$ cat src/rtl/cyc_pkg.sv
package cyc_pkg;

  typedef enum logic [1:0] {
    MODE_ARM  = 2'd0,
    MODE_WAIT = 2'd1,
    MODE_RUN  = 2'd2
  } mode_e;

  typedef enum logic [1:0] {
    PH_IDLE = 2'd0,
    PH_REQ  = 2'd1,
    PH_REL  = 2'd2,
    PH_GAP  = 2'd3
  } phase_e;

  typedef struct packed {
    logic runMode;
    logic cycleGrant;
  } strobes_t;

  localparam int NUM_CLAIMS = 2;

endpackage

$ cat src/rtl/cyc_mutex.sv
module cyc_mutex #(
  parameter int N = 2
) (
  input  logic         clk,
  input  logic         rst,
  input  logic [N-1:0] claims,
  output logic [N-1:0] grants
);

  logic [N-1:0] gntQ;
  logic [N-1:0] gntD;
  logic [N-1:0] lowest;

  // one-hot of the lowest-index claim: fixed priority
  assign lowest = claims & (~claims + N'(1));

  always_comb begin
    if (|gntQ) begin
      gntD = gntQ & claims;   // hold while claimed, release one cycle
    end else begin
      gntD = lowest;
    end
  end

  always_ff @(posedge clk) begin
    if (rst) begin
      gntQ <= '0;
    end else begin
      gntQ <= gntD;
    end
  end

  assign grants = gntQ;

endmodule

$ cat src/rtl/cyc_control.sv
module cyc_control
  import cyc_pkg::*;
(
  input  logic     clk,
  input  logic     rst,
  input  logic     uvSan,
  input  logic     stopGrant,
  input  logic     cycleGrant,
  output logic     uvCtrl,
  output logic     stopClaim,
  output strobes_t strobes
);

  mode_e modeQ;
  mode_e modeD;

  always_comb begin
    modeD = modeQ;
    unique case (modeQ)
      MODE_ARM:  if (!uvSan)    modeD = MODE_WAIT;
      MODE_WAIT: if (uvSan)     modeD = MODE_RUN;
      MODE_RUN:  if (stopGrant) modeD = MODE_ARM;
      default:                  modeD = MODE_ARM;
    endcase
  end

  always_ff @(posedge clk) begin
    if (rst) begin
      modeQ <= MODE_ARM;
    end else begin
      modeQ <= modeD;
    end
  end

  assign uvCtrl             = (modeQ == MODE_WAIT);
  assign stopClaim          = (modeQ == MODE_RUN) && !uvSan;
  assign strobes.runMode    = (modeQ == MODE_RUN);
  assign strobes.cycleGrant = cycleGrant;

endmodule

$ cat src/rtl/cyc_datapath.sv
module cyc_datapath
  import cyc_pkg::*;
(
  input  logic     clk,
  input  logic     rst,
  input  strobes_t strobes,
  input  logic     chrgAck,
  output logic     chrgReq,
  output logic     cycleClaim
);

  phase_e phaseQ;
  phase_e phaseD;

  always_comb begin
    phaseD = phaseQ;
    unique case (phaseQ)
      PH_IDLE: if (strobes.runMode && strobes.cycleGrant) phaseD = PH_REQ;
      PH_REQ:  if (chrgAck)  phaseD = PH_REL;
      PH_REL:  if (!chrgAck) phaseD = PH_GAP;
      PH_GAP:                phaseD = PH_IDLE;
      default:               phaseD = PH_IDLE;
    endcase
  end

  always_ff @(posedge clk) begin
    if (rst) begin
      phaseQ <= PH_IDLE;
    end else begin
      phaseQ <= phaseD;
    end
  end

  assign chrgReq    = (phaseQ == PH_REQ);
  assign cycleClaim = strobes.runMode && (phaseQ != PH_GAP) &&
                      !((phaseQ == PH_IDLE) && chrgAck);

endmodule

$ cat src/rtl/buck_cycle_ctrl.sv
module buck_cycle_ctrl
  import cyc_pkg::*;
#(
  parameter bit STOP_FIRST = 1'b1
) (
  input  logic clk,
  input  logic rst,
  input  logic uvSan,
  input  logic chrgAck,
  output logic uvCtrl,
  output logic chrgReq
);

  localparam int STOP_IDX  = STOP_FIRST ? 0 : 1;
  localparam int CYCLE_IDX = 1 - STOP_IDX;

  logic [NUM_CLAIMS-1:0] claims;
  logic [NUM_CLAIMS-1:0] grants;
  logic     stopClaim;
  logic     cycleClaim;
  logic     stopGrant;
  logic     cycleGrant;
  strobes_t strobes;

  assign claims[STOP_IDX]  = stopClaim;
  assign claims[CYCLE_IDX] = cycleClaim;
  assign stopGrant         = grants[STOP_IDX];
  assign cycleGrant        = grants[CYCLE_IDX];

  cyc_control u_control (
    .clk        (clk),
    .rst        (rst),
    .uvSan      (uvSan),
    .stopGrant  (stopGrant),
    .cycleGrant (cycleGrant),
    .uvCtrl     (uvCtrl),
    .stopClaim  (stopClaim),
    .strobes    (strobes)
  );

  cyc_mutex #(.N(NUM_CLAIMS)) u_mutex (
    .clk    (clk),
    .rst    (rst),
    .claims (claims),
    .grants (grants)
  );

  cyc_datapath u_datapath (
    .clk        (clk),
    .rst        (rst),
    .strobes    (strobes),
    .chrgAck    (chrgAck),
    .chrgReq    (chrgReq),
    .cycleClaim (cycleClaim)
  );

endmodule

$ cat config.mk
export PLATFORM = sky130hd
export DESIGN_NAME = buck_cycle_ctrl
export DESIGN_NICKNAME = d
export VERILOG_FILES = /design/src/rtl/cyc_pkg.sv /design/src/rtl/cyc_mutex.sv /design/src/rtl/cyc_control.sv /design/src/rtl/cyc_datapath.sv /design/src/rtl/buck_cycle_ctrl.sv
export SDC_FILE = /design/constraint.sdc
export NUM_CORES = 1
export LEC_CHECK = 0
export CAP_MARGIN = 15
export CORE_AREA = 5 5 42 44
export CTS_BUF_LIST = sky130_fd_sc_hd__clkbuf_8
export DETAILED_ROUTE_END_ITERATION = 12
export DIE_AREA = 0 0 47 49
export PLACE_DENSITY_LB_ADDON = 0.25
export SYNTH_ARGS = -nofsm -noshare
export SYNTH_HDL_FRONTEND = slang
export SYNTH_HIERARCHICAL = 1
export SYNTH_SLANG_ARGS = --single-unit
$ cat constraint.sdc
create_clock -name clk -period 1.22 [get_ports clk]
set_clock_uncertainty 0.05 [all_clocks]
set_input_delay 0.305 -clock clk [delete_from_list [all_inputs] [get_ports clk]]
set_output_delay 0.305 -clock clk [all_outputs]
set_load 0.01 [all_outputs]
==> metrics.md <==
| Metric | Value |
|---|---|
| # nets final | `62` |
| Yosys cell types | `20` |
| Aggregate negative setup slack | `-0.3636 ns` |
| Post-synthesis mux area share | `0.04138` |
| Synth Register Bits | `6` |
| Min Tclk post-route | `1.389 ns` |
| Critical path class | `reg2reg` |
| Area delta synth->final | `64.83%` |
| Max FO, Critical Path | `4` |
| Final worst-path cycle share | `1.138` |
| Clock latency on the worst-skew pair | `0.22 ns` |
| TritonCTS buffer count | `3` |
| Finish-stage setup viols | `4` |
| Cell Count, Final, Fillers Out | `68` |
| Most frequent cells in the layout | `buf_4 (10), inv_1 (4), clkbuf_8 (3), dfxtp_1 (3)` |
| Peak VDD IR | `0.7317 mV` |
| Final Hold Fails | `0` |
| Core area | `1401 um2` |
| Post-route setup slack | `-0.1686 ns` |
| I/O pins | `6` |
| Ratio of cells with drive above 1 in the final layout | `0.6538` |
| Die Height | `49 um` |
| Root buf cell | `clkbuf_8` |
| Power Density | `1571 nW/um2` |
| Worst Max-Slew Pin Slew | `0.2679 ns` |
| Int Pwr | `650.6 uW` |
| Pre-CTS WS | `-0.4846 ns` |
| YS warnings | `6` |
| Share of the synthesized area in the top cell type | `0.3310` |
| Total track usage | `0.09500` |
| Routed vias | `324` |
| Register clock-pin slew on the reported worst setup and hold paths | `0.04 ns` |
| DRC violations left | `0` |
| Slew HR | `0.8195` |
| Final Max Slew Viols | `0` |
| # port buffers | `5` |
| Synth Area in Adders | `0.1379` |
| Most common cell after layout, fill and taps aside | `buf_4` |
| Clock power share | `0.318` |
| Mapped cell area | `362.8 um2` |
| Largest area contributor in the netlist | `dfxtp_1` |
| Die ar. | `2303 um2` |
| Vias per inst | `4.765` |
| Routed Antenna Nets | `0` |
| Iter 0 DRT Violations | `15` |
| Startpoint Class | `flop` |
| Sw Share | `0.3076` |
| CP Data Arrival Time | `1.45 ns` |
| Hold Buf Count CTS | `0` |
| Mapped Cells | `34` |
| Simple-Gate Fraction of Synth Area | `0.1966` |
| Vias in the first global route | `366` |
| Std-Cell Rows | `14` |
| H-tree depth | `1` |
| Status | `complete, but fails checks` |
| Compound-Gate Fraction of Synth Area | `0.2103` |
| Antenna diodes | `0` |
| Post-Synth XOR/XNOR Area | `0` |
| Failing checks | `setup timing` |
| Setup crit end kind | `flop` |
| Initial Util | `0.2589` |
| First-pass iteration count of the detailed router | `4` |
| Critical path required time | `1.28 ns` |
| DR WL/cell | `13.51 um` |
| Synthesized area per cell | `10.67 um2` |
| Max Root-Sink Buffers | `2` |
| Top cells by area, synth | `dfxtp_1 (33%), ha_1 (14%), nor2b_4 (7.6%)` |
| Antenna violations before repair | `0` |
| Hold Path Class | `in2reg` |
| Final wirelength | `919 um` |
| Max_cap viols | `0` |
| Comb power frac | `0.402` |
| CTS tree | `done` |
| Mapped Nets | `42` |
| Global route total overflow | `0` |
| Largest family of logic cells by synthesized area | `compound AO/OA/AOI/OAI gates` |
| Placer's final routability congestion estimate | `0.7931` |
| Psw | `289.1 uW` |
| CTS Sinks | `6` |
| Leakage | `0.0002767 uW` |
| Post-DP HPWL | `647.2 um` |
| Max Freq | `0.7201 GHz` |
| Placed cells | `62` |
| First-pass GRT wire length | `1.524 mm` |
| Die X | `47 um` |
| RSZ-0062 raised after global routing | `true` |
| Pin count of the biggest net entering global routing | `8` |
| Sequential-to-total area share from yosys stat | `0.3310` |
| Seq pwr share | `0.281` |
-- cell type report --
type                       instances  area [um2]
fill                             132       803.3
timing repair buffer              16       133.9
clock buffer                       3       41.29
multi-input combinational         21       251.5
tap                               16       20.02
sequential                         6       126.4
inverter                           6       25.02
-- Yosys cell counts --
cell,n
nor2b_4,2
ha_1,4
nor2_1,1
a211oi_1,1
buf_4,1
nor2b_1,1
dfxtp_1,6
o41ai_2,1
nor3_1,1
nor3b_2,1
o21ai_2,1
o311a_1,1
a32o_2,1
o21bai_1,1
a21boi_1,1
o211ai_1,1
inv_1,6
mux2_4,1
and3b_1,1
and2b_1,1
-- logic make-up after synthesis --
logic type / Yosys count
buffers and inverters: 7
AND/OR/NAND/NOR: 8
flip-flops: 6
AO/OA/AOI/OAI: 8
adder cells (fa/ha/maj): 4
multiplexers: 1
-- power by group through the flow --
stage                     Sequential [uW]  Clock [uW]  Combinational [uW]
after global placement                253           0                 314
final                                 264         298                 378
after global routing                  266         323                 403
after CTS                             263         310                 350
after floorplan                       252           0                 184
after detailed placement              254           0                 331
-- metal layers --
layer	track usage	vias up	part of all wire
met5	0	-	0
met3	0.03690	2	0.070
li1	-	152	-
met4	0.05991	0	0.0087
met2	0.1584	14	0.54
met1	0.09211	156	0.38
-- stage by stage --
stage               cell area (um2)  total power [uW]  hold slack (ns)  utilization
floorplan                     380.4             436.0           0.3245            -
finish                        598.1             939.7           0.3748       0.4268
global route                  598.1             991.9           0.4029       0.4268
global placement              503.0             567.1           0.4868       0.3589
CTS                           571.8             923.6           0.5164       0.4080
detailed placement            503.0             585.3           0.5112       0.3589
-- state kept, by name, summed over array words and instances (netlist names) --
| signal | count |
|---|---|
| u_control/modeQ | 2 |
| u_datapath/phaseQ | 2 |
| u_mutex/grants | 2 |
-- worst paths after layout --
kind / from / end / slack, ns / depth (start not counted)
max: u_datapath/phaseQ[1] / u_datapath/phaseQ[1] / -0.17 / 5
max reg2reg: u_datapath/phaseQ[1] / u_datapath/phaseQ[1] / -0.17 / 5
min: rst / u_control/modeQ[0] / 0.37 / 2
min reg2reg: u_mutex/grants[0] / u_mutex/grants[0] / 0.50 / 2
-- timing repair --
item                                    4_1_cts  5_1_grt
endpoints found under the setup margin        5        6
setup buffers                                 1        2
resized for setup                            14        7
pin swaps                                     1        3
-- critical path, stage by stage, from the launching register on --
cell	delay [ns]
dfxtp_2	0.32
buf_6	0.12
ha_4	0.15
mux2_4	0.28
buf_4	0.14
o41ai_2	0.22
Power figures use the tool's default switching activity.
